**config.mk**
```make
export PLATFORM = sky130hd
export DESIGN_NAME = shmem_arbiter
export DESIGN_NICKNAME = d
export VERILOG_FILES = /design/src/rtl/shmem_arbiter_pkg.sv /design/src/rtl/shmem_grant_logic.sv /design/src/rtl/shmem_resp_router.sv /design/src/rtl/shmem_stall_counter.sv /design/src/rtl/shmem_arbiter.sv
export SDC_FILE = /design/constraint.sdc
export NUM_CORES = 1
export LEC_CHECK = 0
export CAP_MARGIN = 40
export CORE_AREA = 2 2 81 83
export CTS_BUF_LIST = sky130_fd_sc_hd__clkbuf_16
export DETAILED_ROUTE_END_ITERATION = 7
export DIE_AREA = 0 0 83 85
export DONT_BUFFER_PORTS = 1
export GPL_ROUTABILITY_DRIVEN = 0
export PLACE_DENSITY_LB_ADDON = 0.12
export SLEW_MARGIN = 20
export SYNTH_ARGS = -nofsm -noshare
export SYNTH_HDL_FRONTEND = slang
export SYNTH_SLANG_ARGS = --single-unit
export TNS_END_PERCENT = 1
```
**constraint.sdc**
```tcl
create_clock -name clk -period 1.52 [get_ports clk]
set_input_delay 0.152 -clock clk [delete_from_list [all_inputs] [get_ports clk]]
set_output_delay 0.152 -clock clk [all_outputs]
set_load 0.005 [all_outputs]
```
**src/rtl/shmem_arbiter_pkg.sv**
```systemverilog
package shmem_arbiter_pkg;
  typedef enum logic [1:0] {
    GNT_IDLE  = 2'd0,
    GNT_FETCH = 2'd1,
    GNT_LOAD  = 2'd2,
    GNT_STORE = 2'd3
  } grant_e;
endpackage

```
**src/rtl/shmem_grant_logic.sv**
```systemverilog
module shmem_grant_logic
  import shmem_arbiter_pkg::*;
#(
  parameter int AW = 8,
  parameter int DW = 32
) (
  input  logic          f_valid,
  input  logic [AW-1:0] f_addr,
  input  logic          d_valid,
  input  logic          d_we,
  input  logic [AW-1:0] d_addr,
  input  logic [DW-1:0] d_wdata,
  output grant_e        grant,
  output logic          f_ready,
  output logic          collide,
  output logic          port_en,
  output logic          port_we,
  output logic [AW-1:0] port_addr,
  output logic [DW-1:0] port_wdata
);
  always_comb begin
    grant      = GNT_IDLE;
    port_en    = 1'b0;
    port_we    = 1'b0;
    port_addr  = f_addr;
    port_wdata = '0;
    if (d_valid) begin
      grant      = d_we ? GNT_STORE : GNT_LOAD;
      port_en    = 1'b1;
      port_we    = d_we;
      port_addr  = d_addr;
      port_wdata = d_wdata;
    end else if (f_valid) begin
      grant   = GNT_FETCH;
      port_en = 1'b1;
    end
  end

  assign f_ready = ~d_valid;
  assign collide = f_valid & d_valid;
endmodule

```
**src/rtl/shmem_resp_router.sv**
```systemverilog
module shmem_resp_router
  import shmem_arbiter_pkg::*;
#(
  parameter int               DW          = 32,
  parameter logic [DW-1:0]    BUBBLE_WORD = '0
) (
  input  logic          clk,
  input  logic          rst_n,
  input  grant_e        grant,
  input  logic          collide,
  input  logic [DW-1:0] rdata,
  output logic          f_rsp_valid,
  output logic [DW-1:0] f_rsp_data,
  output logic          d_rsp_valid,
  output logic [DW-1:0] d_rsp_data,
  output logic          bubble
);
  grant_e tag_q;
  logic   bubble_q;

  always_ff @(posedge clk) begin
    if (!rst_n) begin
      tag_q    <= GNT_IDLE;
      bubble_q <= 1'b0;
    end else begin
      tag_q    <= grant;
      bubble_q <= collide;
    end
  end

  assign f_rsp_valid = (tag_q == GNT_FETCH);
  assign d_rsp_valid = (tag_q == GNT_LOAD);
  assign f_rsp_data  = bubble_q ? BUBBLE_WORD : rdata;
  assign d_rsp_data  = rdata;
  assign bubble      = bubble_q;
endmodule

```
**src/rtl/shmem_stall_counter.sv**
```systemverilog
module shmem_stall_counter #(
  parameter int CW = 16
) (
  input  logic          clk,
  input  logic          rst_n,
  input  logic          inc,
  output logic [CW-1:0] count
);
  localparam logic [CW-1:0] CMAX = '1;
  logic [CW-1:0] cnt_q;

  always_ff @(posedge clk) begin
    if (!rst_n)                      cnt_q <= '0;
    else if (inc && (cnt_q != CMAX)) cnt_q <= cnt_q + 1'b1;
  end

  assign count = cnt_q;
endmodule

```
**src/rtl/shmem_arbiter.sv**
```systemverilog
module shmem_arbiter
  import shmem_arbiter_pkg::*;
#(
  parameter int            AW          = 8,
  parameter int            DW          = 32,
  parameter int            CW          = 16,
  parameter logic [DW-1:0] BUBBLE_WORD = '0
) (
  input  logic          clk,
  input  logic          rst_n,
  input  logic          if_req_valid,
  output logic          if_req_ready,
  input  logic [AW-1:0] if_addr,
  input  logic          dm_req_valid,
  output logic          dm_req_ready,
  input  logic          dm_we,
  input  logic [AW-1:0] dm_addr,
  input  logic [DW-1:0] dm_wdata,
  output logic          mem_en,
  output logic          mem_we,
  output logic [AW-1:0] mem_addr,
  output logic [DW-1:0] mem_wdata,
  input  logic [DW-1:0] mem_rdata,
  output logic          if_rsp_valid,
  output logic [DW-1:0] if_rsp_data,
  output logic          dm_rsp_valid,
  output logic [DW-1:0] dm_rsp_data,
  output logic          fetch_stall,
  output logic          id_bubble,
  output logic [CW-1:0] stall_count
);
  grant_e grant;
  logic   collide;

  shmem_grant_logic #(.AW(AW), .DW(DW)) u_grant (
    .f_valid    (if_req_valid),
    .f_addr     (if_addr),
    .d_valid    (dm_req_valid),
    .d_we       (dm_we),
    .d_addr     (dm_addr),
    .d_wdata    (dm_wdata),
    .grant      (grant),
    .f_ready    (if_req_ready),
    .collide    (collide),
    .port_en    (mem_en),
    .port_we    (mem_we),
    .port_addr  (mem_addr),
    .port_wdata (mem_wdata)
  );

  shmem_resp_router #(.DW(DW), .BUBBLE_WORD(BUBBLE_WORD)) u_route (
    .clk         (clk),
    .rst_n       (rst_n),
    .grant       (grant),
    .collide     (collide),
    .rdata       (mem_rdata),
    .f_rsp_valid (if_rsp_valid),
    .f_rsp_data  (if_rsp_data),
    .d_rsp_valid (dm_rsp_valid),
    .d_rsp_data  (dm_rsp_data),
    .bubble      (id_bubble)
  );

  shmem_stall_counter #(.CW(CW)) u_cnt (
    .clk   (clk),
    .rst_n (rst_n),
    .inc   (collide),
    .count (stall_count)
  );

  assign dm_req_ready = 1'b1;
  assign fetch_stall  = collide;
endmodule

```
; ---- Word level (Yosys, flattened, before mapping)
; Index checks and enable logic that the tools add are counted.
[totals]
regBits = 19
input_bits = 85
output_inout_bits = 128
[op_classes]
add_sub_neg = 1
n_eq_ne = 3
mux = 9
bitwise = 2
n_reduce_logical = 1
[ops]
columns = operator, count
row1 = 32-bit two-way mux, 2
row2 = "16-bit by 1-bit adder with 16-bit output, second input constant", 1
row3 = "16-bit != test, second input constant", 1
row4 = 8-bit two-way mux, 1
row5 = 1-bit two-way mux, 5
row6 = "2-bit by 1-bit equality test with 1-bit output, second input constant", 1
row7 = "2-bit equality test, second input constant", 1
row8 = 2-bit two-way mux, 1
row9 = 1-bit bitwise AND, 1
row10 = 1-bit logical AND, 1
row11 = 1-bit NOT, 1

; ---- Logic depth before layout (Yosys ltp)
; Gate-level depths: netlist (run 1).
[logic_depth]
ltp_word = 2
depth_mapped = 6

; ---- Modules after synthesis
; From an unflattened synthesis (run 1), not the netlist that was laid out.
[hier_totals]
hier_cells = 225
hier_area_um2 = 1790.5
[modules_own_cells]
columns = mod, instances, cells_each, area_each_um2
row1 = shmem_stall_counter, 1, 97, 837.1
row2 = shmem_resp_router, 1, 75, 554.3
row3 = shmem_grant_logic, 1, 51, 387.9
row4 = shmem_arbiter, 1, 2, 11.3

; ---- Worst setup path before layout (run 1)
; Ideal clock, no wire load.
[synth_timing]
path_kind = reg-to-reg
from = register u_cnt.cnt_q[0] (netlist: u_cnt.count[0])
to = register u_cnt.cnt_q[8] (netlist: u_cnt.count[8])
t_arrival_ps = 1522
t_required_ps = 1450
path_slack_ps = -73
stages_incl_launch_ff = 6
n_path_buf = 0
synth_period_minus_slack_ps = 1593
cell_sequence = dfxtp_1 -> ha_1 -> and3_4 -> nand2_1 -> or4_1 -> a21oi_1
[synth_between]
elab_chain_len = 2
[synth_lines]
columns = element, line
row1 = "start, declared", shmem_stall_counter.sv:10  ; logic [CW-1:0] cnt_q;
row2 = "start signal, assigned", shmem_stall_counter.sv:14  ; else if (inc && (cnt_q != CMAX)) cnt_q <= cnt_q + 1'b1;
row3 = branches (longest 2 deep; another with 16-bit by 1-bit adder with 16-bit output), -
; Parallel ways; which one is timed is not known.
; A chain may end at the register's enable or synchronous reset.

; ---- Final worst setup path (run 1)
[layout_timing]
from = register u_cnt.cnt_q[1] (netlist: u_cnt.count[1])
to = register u_cnt.cnt_q[6] (netlist: u_cnt.count[6])
; The elaborated chain is that of the path after synthesis.

==> results of run 1 <==
## layer usage
| metal | vias to the layer above | wire [um] | global-route usage |
|---|---|---|---|
| li1 | 710 | - | - |
| met1 | 698 | 1910 | 0.148 |
| met2 | 134 | 2940 | 0.271 |
| met3 | 4 | 466 | 0.0302 |
| met4 | 0 | 40 | 0.0373 |
| met5 | - | 0 | 0 |
## report_power, final
| group | internal (W) | switching, W |
|---|---|---|
| logic | 0.0000797 | 0.0000960 |
| clock network | 0.000354 | 0.000213 |
| registers | 0.000505 | 0.00000407 |
## flip-flops by register name (all words and copies together), names as in the netlist
name            cells
u_cnt.count        16
u_route.tag_q       2
u_route.bubble      1
## path summary, 6_finish.rpt
check | to | cells after the start
setup / recovery | u_cnt.count[6] | 5
setup reg to reg | u_cnt.count[6] | 5
hold reg to reg | u_cnt.count[3] | 2
hold / removal | u_cnt.count[12] | 1
## critical path: stages, from the launching register on
cell and delay (ns):
dfxtp_2 0.35, ha_4 0.16, and3_4 0.21, nand2_2 0.09, or4_1 0.50, a21oi_2 0.14
## cells in the final DEF (no fill, tap or decap), types with 6 or more instances in the layout
master and n:
nand4_1 7, and2_1 33, buf_4 26, nor2b_1 34, nand2_1 8, nor2_1 6
dfxtp_1 9, o21ai_0 6, dfxtp_2 10, a21oi_1 9, mux2_2 8
## stage by stage
stage	hold WS, ns	instances	setup slack, ns	setup TNS [ns]
3_5_place_dp	0.279	286	-0.0235	-0.0339
4_1_cts	0.0150	290	-0.00627	-0.00627
2_1_floorplan	0.292	226	0.0314	0
3_3_place_gp	0.282	286	0.0199	0
6_report	0.0118	290	0.00881	0
5_1_grt	0.00604	290	-0.0806	-0.354
## cell families after synthesis
kind of cell,synth area share
flops,0.213
compound gates,0.0947
mux,0.0674
fa+ha+maj,0.00702
buf+inv,0.174
other cells,0.00210
simple gates,0.441
## cell type report
class | count | area [sq um] | area share
clock buffer | 3 | 75.1 | 0.0385
timing repair buffer | 26 | 195 | 0.100
inverter | 3 | 13.8 | 0.00705
sequential | 19 | 393 | 0.201
tap | 77 | 96.3 | 0.0494
multi-input combinational | 161 | 1170 | 0.601
clock inverter | 1 | 5.00 | 0.00256
## repair_timing
action                                  in CTS  in global routing
pin swaps                                    2                  3
resized for setup                            2                 18
endpoints found under the setup margin       4                 13
setup buffers                                0                  0
==> impl_metrics.ini, run 1 <==
[status]
status = finished, final reports clean

[placement]
port_buffers = 0
hpwl_um = 4430
place_area_sq_mm = 0.00179

[sta]
hold_violations = 0
skew_ns = 0.00841
finalCritPeriodShare = 0.994
max_freq_mhz = 662
rsz0062_at_grt = true
period_minus_slack_ns = 1.51
setup_viol = 0
maxSlewViolCount = 0

[drt]
wire_per_inst_um = 18.5
wirelength_um = 5350
drtIter0Drc = 45
firstDrtPassIters = 4
vias = 1546
viasPerCell = 5.33
ant_nets = 0
drc = 0

[synth]
syn_area_sq_mm = 0.00178
synthTopCellsByCount = buf_4 (34), nor2b_1 (34), and2_1 (33)
ys_top_cells_by_area = dfxtp_1 (21%), buf_4 (14%), nor2b_1 (12%)
synth_edf_count = 0
synthArstFlopShare = 0
syn_area_per_cell_sq_um = 7.89
synth-seq-cells = 19
synthFlopType = dfxtp_1
yosys_warnings = 0
synth_top_area_frac = 0.213
synth_nets = 312
ys_types = 40
ys_seq_area_frac = 0.213
yosysTopAreaCell = dfxtp_1
synthCells = 226

[clocking]
h-tree-depth = 1
cts-root-buf = clkbuf_16
clkSinkCount = 19
clock_latency_ns = 0.26
clk_pin_slew_worst_paths_ns = 0.06
cts_buffers = 3
postCtsHoldBufs = 0
cts_tree = built
ctsLongestPathBuffers = 2

[floorplanning]
die_area_sq_mm = 0.00706
fp.coreArea_sq_mm = 0.00620
ioPinCount = 213
rows = 29
die_y_um = 85
die_w_um = 83
start_util = 0.287

[global_routing]
grt_pass1_wl_um = 7730
grt_pass1_vias = 1423
grt.overflow.total = 0
grt_max_degree = 46
antenna_found_initial = 0
grt_usage = 0.138

[worst_setup_path]
critPathLaunchType = flop
path_max_fanout = 6
required_ns = 1.71
timing.rr.start = u_cnt.count[1]
crit_path_end_kind = flop
critPathKind = reg -> reg
cp-startpoint = u_cnt.count[1]
cp.arrival_ns = 1.70
r2r_setup_slack_ns = 0.009

[final_layout]
n_fill_cell = 664
design_area_sq_mm = 0.00195
nNetsFinal = 300
syn2layout_area_growth_pct = 9.47
antennaDiodeCount = 0
drive_gt1_frac = 0.338
fin_util = 0.315

[flow_run]
drv_cap = 0

[hold_path]
min_from = rst_n
hold_path_class = in -> reg

[power_and_ir_drop]
ir_drop_mv = 0.583
p_leak_nw = 0.808
p_per_area_mw_per_mm2 = 641
power_w = 0.00125
No activity file was read; power rests on OpenSTA's default activity.
==> run 2, diff against run 1 <==
--- a/config.mk
+++ b/config.mk
@@ -6,13 +6,13 @@
 export NUM_CORES = 1
 export LEC_CHECK = 0
 export CAP_MARGIN = 40
-export CORE_AREA = 2 2 81 83
+export CORE_AREA = 8 8 77 79
 export CTS_BUF_LIST = sky130_fd_sc_hd__clkbuf_16
 export DETAILED_ROUTE_END_ITERATION = 7
-export DIE_AREA = 0 0 83 85
+export DIE_AREA = 0 0 85 87
 export DONT_BUFFER_PORTS = 1
 export GPL_ROUTABILITY_DRIVEN = 0
-export PLACE_DENSITY_LB_ADDON = 0.12
+export PLACE_DENSITY_LB_ADDON = 0.2
 export SLEW_MARGIN = 20
 export SYNTH_ARGS = -nofsm -noshare
 export SYNTH_HDL_FRONTEND = slang
==> run 2 against run 1 <==
Maximum frequency increased by 0.28%. Via count decreased by 0.39%. Largest power group unchanged. Combinational power increased by 5%. Highest routed layer is now met5. Flip-flop and latch count unchanged. Core utilization increased by 7.7 points. Critical path type unchanged. Largest cell class unchanged.
==> impl_metrics.ini, run 2 (synthesis gave the netlist of run 1 again) <==
[status]
status = finished, final reports clean

[power_and_ir_drop]
p_leak_nw = 0.796
p_sw_w = 0.000298
clkPwrFrac = 0.438
combPwrFrac = 0.149
ir_drop_mv = 0.402
p_int_w = 0.000936
p_per_area_mw_per_mm2 = 651
switching_share = 0.242
pwr-share-seq = 0.413

[worst_setup_path]
crit_path_end_kind = flop
path_max_fanout = 4
critPathLaunchType = flop
cp.arrival_ns = 1.69
ff2ff_path_depth = 5
critPathKind = reg -> reg
r2r_setup_slack_ns = 0.01
r2r-end = u_cnt.count[14]
required_ns = 1.70
timing.rr.start = u_cnt.count[0]

[drt]
drtIter0Drc = 71
vias = 1540
firstDrtPassIters = 4
wirelength_um = 6350
drc = 0
ant_nets = 0
viasPerCell = 5.68
wire_per_inst_um = 23.4

[sta]
skew_ns = 0.00220
setup_viol = 0
setup_tns_ns = 0
maxSlewViolCount = 0
max_freq_mhz = 664
period_minus_slack_ns = 1.51
finalCritPeriodShare = 0.991
rsz0062_at_grt = true
hold_violations = 0

[hold_path]
min_from = rst_n
hold_path_end = u_cnt.count[9]
hold_path_class = in -> reg
hold-path-cell-count = 1

[floorplanning]
fp.coreArea_sq_mm = 0.00485
rows = 26
die_area_sq_mm = 0.00740
start_util = 0.368
ioPinCount = 213
die_w_um = 85
die_y_um = 87

[final_layout]
drive_gt1_frac = 0.298
design_area_sq_mm = 0.00190
fin_cells = 271
antennaDiodeCount = 0
final_cell_mix = nor2b_1 (34), and2_1 (33), buf_4 (28), dfxtp_1 (15), a21oi_1 (9)
nNetsFinal = 302
largest_reg_flops = 16
layout_commonest_cell = nor2b_1
syn2layout_area_growth_pct = 6.39

[global_routing]
grt_usage = 0.157
grt.overflow.total = 0
grt_pass1_vias = 1524
grt_pass1_wl_um = 9360
antenna_found_initial = 1
grt_max_degree = 46

[placement]
hpwl_um = 5370
port_buffers = 0
dp.cells = 265
place_area_sq_mm = 0.00177

[clocking]
clock_latency_ns = 0.25
clkSinkCount = 19
ctsLongestPathBuffers = 2
cts_tree = built
cts_buffers = 3
clk_pin_slew_worst_paths_ns = 0.05
cts-root-buf = clkbuf_16
h-tree-depth = 1

[flow_run]
drv_cap = 0
## run 2: critical path, cell delays in order, from the launching register on
cell	delay, ns
dfxtp_2	0.35
ha_4	0.15
and3_4	0.21
nand4_4	0.11
or4_1	0.50
a21oi_2	0.13
## run 2: layer usage
layer	vias up	track usage	share of wire
li1	721	-	-
met1	704	0.170	0.39
met2	107	0.272	0.49
met3	6	0.0698	0.11
met4	2	0.0388	0.0083
met5	-	0	0.0027
## run 2: power by group through the flow
stage | Clock (W) | Sequential (W) | Combinational [W]
6_report | 0.000540 | 0.000510 | 0.000184
5_1_grt | 0.000575 | 0.000511 | 0.000203
2_1_floorplan | 0 | 0.000524 | 0.000232
4_1_cts | 0.000553 | 0.000510 | 0.000188
3_3_place_gp | 0 | 0.000521 | 0.000189
3_5_place_dp | 0 | 0.000521 | 0.000187
## run 2: worst max-delay path by stage
| stage | slack, ns | startpoint | cells after the start | end |
|---|---|---|---|---|
| after floorplan | 0.03 | u_cnt.count[0] | 5 | u_cnt.count[8] |
| after global placement | 0.04 | u_cnt.count[0] | 5 | u_cnt.count[8] |
| after detailed placement | 0.02 | u_cnt.count[0] | 5 | u_cnt.count[8] |
| after CTS | 0.01 | u_cnt.count[0] | 5 | u_cnt.count[14] |
| after global routing | -0.04 | u_cnt.count[8] | 4 | u_cnt.count[14] |
| final | 0.01 | u_cnt.count[0] | 5 | u_cnt.count[14] |
## run 2: repair_timing
item	4_1_cts	5_1_grt
gates resized for setup	1	9
pin swaps	1	4
setup buffers	0	2
setup endpoints to repair	1	10
hold buffers	0	0
## run 2: cell type report
type                       instances  area [sq um]
sequential                        19           385
fill                             494          2950
clock buffer                       3          75.1
inverter                           3          13.8
tap                               56          70.1
multi-input combinational        161          1140
timing repair buffer              28           210
clock inverter                     1          3.75
## run 2: per-stage QoR
step	hold slack, ns	power, W	setup slack, ns	util
final	0.0169	0.00123	0.0130	0.391
after global routing	0.0229	0.00129	-0.0430	0.391
after CTS	0.0176	0.00125	0.0110	0.381
after detailed placement	0.276	0.000708	0.0159	0.364
after global placement	0.273	0.000710	0.0370	0.364
after floorplan	0.292	0.000756	0.0314	-
==> run 3, diff against run 2 <==
--- a/config.mk
+++ b/config.mk
@@ -6,10 +6,10 @@
 export NUM_CORES = 1
 export LEC_CHECK = 0
 export CAP_MARGIN = 40
-export CORE_AREA = 8 8 77 79
+export CORE_AREA = 8 8 76 78
 export CTS_BUF_LIST = sky130_fd_sc_hd__clkbuf_16
 export DETAILED_ROUTE_END_ITERATION = 7
-export DIE_AREA = 0 0 85 87
+export DIE_AREA = 0 0 84 86
 export DONT_BUFFER_PORTS = 1
 export GPL_ROUTABILITY_DRIVEN = 0
 export PLACE_DENSITY_LB_ADDON = 0.2
==> run 3 against run 2 <==
Cell area decreased by 2.6%. Sequential power barely moved. Clock skew up 0.0018 ns. Critical endpoint unchanged. Count of clock-buffer cells in the layout did not move. Setup slack improved by 0.011 ns. Power shrank 0.60%. Global-route usage fell by 0.17 points. Sequential share of layout area is 0.40 points higher. Clock power is 0.7% lower.
==> impl_metrics.ini, run 3 (synthesis gave the netlist of run 1 again) <==
[sta]
max_freq_mhz = 668
holdWs_ns = 0.0182
skew_ns = 0.00397
rsz0062_at_grt = true
maxSlewViolCount = 0
setup_viol = 0
period_minus_slack_ns = 1.50
hold_violations = 0
finalCritPeriodShare = 0.984

[global_routing]
grt_pass1_wl_um = 9260
antenna_found_initial = 4
grt_max_degree = 46
grt_usage = 0.155
grt.overflow.total = 0
grt_pass1_vias = 1526

[worst_setup_path]
crit_path_end = u_cnt.count[14]
required_ns = 1.70
critPathLaunchType = flop
path_max_fanout = 4
crit_path_end_kind = flop
r2r-end = u_cnt.count[14]
cp.arrival_ns = 1.68
r2r_setup_slack_ns = 0.02
ff2ff_path_depth = 5
critPathKind = reg -> reg
cp-startpoint = u_cnt.count[1]
timing.rr.start = u_cnt.count[1]

[clocking]
cts_buffers = 3
cts-root-buf = clkbuf_16
cts_tree = built
clock_latency_ns = 0.25
clk_pin_slew_worst_paths_ns = 0.06
clkSinkCount = 19
ctsLongestPathBuffers = 2
postCtsHoldBufs = 0
h-tree-depth = 1

[final_layout]
nNetsFinal = 296
syn2layout_area_growth_pct = 3.65
final_cell_mix = nor2b_1 (34), and2_1 (33), buf_4 (22), dfxtp_1 (17), a21oi_1 (10)
drive_gt1_frac = 0.273
layout_commonest_cell = nor2b_1
largest_reg_flops = 16

[floorplanning]
fp.coreArea_sq_mm = 0.00460
ioPinCount = 213
die_area_sq_mm = 0.00722
start_util = 0.388
die_y_um = 86
die_w_um = 84
rows = 25

[power_and_ir_drop]
clkPwrFrac = 0.437
p_leak_nw = 0.742
power_w = 0.00123
combPwrFrac = 0.148
p_int_w = 0.000936
switching_share = 0.237
p_sw_w = 0.000291
pwr-share-seq = 0.416
p_per_area_mw_per_mm2 = 664
ir_drop_mv = 0.328

[placement]
hpwl_um = 5470
port_buffers = 0

[hold_path]
hold_path_class = in -> reg

[flow_run]
drv_cap = 0

[drt]
ant_nets = 0
drtIter0Drc = 23
wire_per_inst_um = 23.7
wirelength_um = 6300
firstDrtPassIters = 4
vias = 1520
drc = 0
viasPerCell = 5.71

[status]
status = finished, final reports clean
==> run 3: cell types whose count changed in the layout (fill, tap and decap cells not counted), moves of 2 or more <==
cell,delta
buf_4,-6
dfxtp_1,+2
dfxtp_2,-2
diode_2,+3
nor4_1,-2
nor4_2,+2
==> run 3: how the worst min path moves through the flow <==
stage,to,start,slack [ns],cells past startpoint
6_report,u_cnt.count[9],rst_n,0.02,1
5_1_grt,u_cnt.count[9],rst_n,0.01,1
4_1_cts,u_cnt.count[9],rst_n,0.02,1
3_5_place_dp,u_cnt.count[9],rst_n,0.28,1
3_3_place_gp,u_cnt.count[9],rst_n,0.28,1
2_1_floorplan,u_route.tag_q[0],if_req_valid,0.29,2
==> run 3: timing repair <==
action / in CTS / in global routing
hold endpoints to repair: 0 / 0
setup endpoints to repair: 0 / 10
setup buffers: 0 / 1
resized for setup: 0 / 6
==> run 3: final cells by class <==
| cell class | instances | area [sq um] |
|---|---|---|
| Clock inverter | 1 | 3.75 |
| Timing Repair Buffer | 22 | 165 |
| Fill cell | 452 | 2750 |
| Tap cell | 54 | 67.6 |
| Multi-Input combinational cell | 161 | 1130 |
| Inverter | 3 | 13.8 |
| Clock buffer | 3 | 75.1 |
| Antenna cell | 3 | 7.51 |
| Sequential cell | 19 | 383 |
==> run 3: power groups by stage <==
stage	Clock, W	Sequential, W	Combinational [W]
floorplan	0	0.000524	0.000232
global placement	0	0.000521	0.000186
detailed placement	0	0.000521	0.000185
CTS	0.000548	0.000510	0.000186
global route	0.000574	0.000510	0.000202
finish	0.000536	0.000510	0.000181
==> run 3: per-stage QoR <==
stage | cells | setup WS (ns) | utilization | area, sq um | TNS (ns)
after floorplan | 226 | 0.0314 | - | 1800 | 0
after global placement | 258 | 0.0382 | 0.376 | 1730 | 0
after detailed placement | 258 | 0.0108 | 0.376 | 1730 | 0
after CTS | 262 | 0.0113 | 0.393 | 1810 | 0
after global routing | 265 | -0.0412 | 0.401 | 1850 | -0.182
final | 266 | 0.0237 | 0.402 | 1850 | 0
==> run 3: worst max-delay path, cell delays in order, from the launching register on <==
cell,delay (ns)
dfxtp_2,0.35
ha_4,0.16
and3_4,0.21
nand4_4,0.11
or4_4,0.49
a21oi_2,0.12
==> run 3: per-layer routing <==
layer / up-vias / global-route usage / routed length (um)
met2: 111 / 0.253 / 3060
met1: 691 / 0.162 / 2290
met5: - / 0 / 17
li1: 712 / - / -
met3: 4 / 0.104 / 909
met4: 2 / 0.0361 / 27
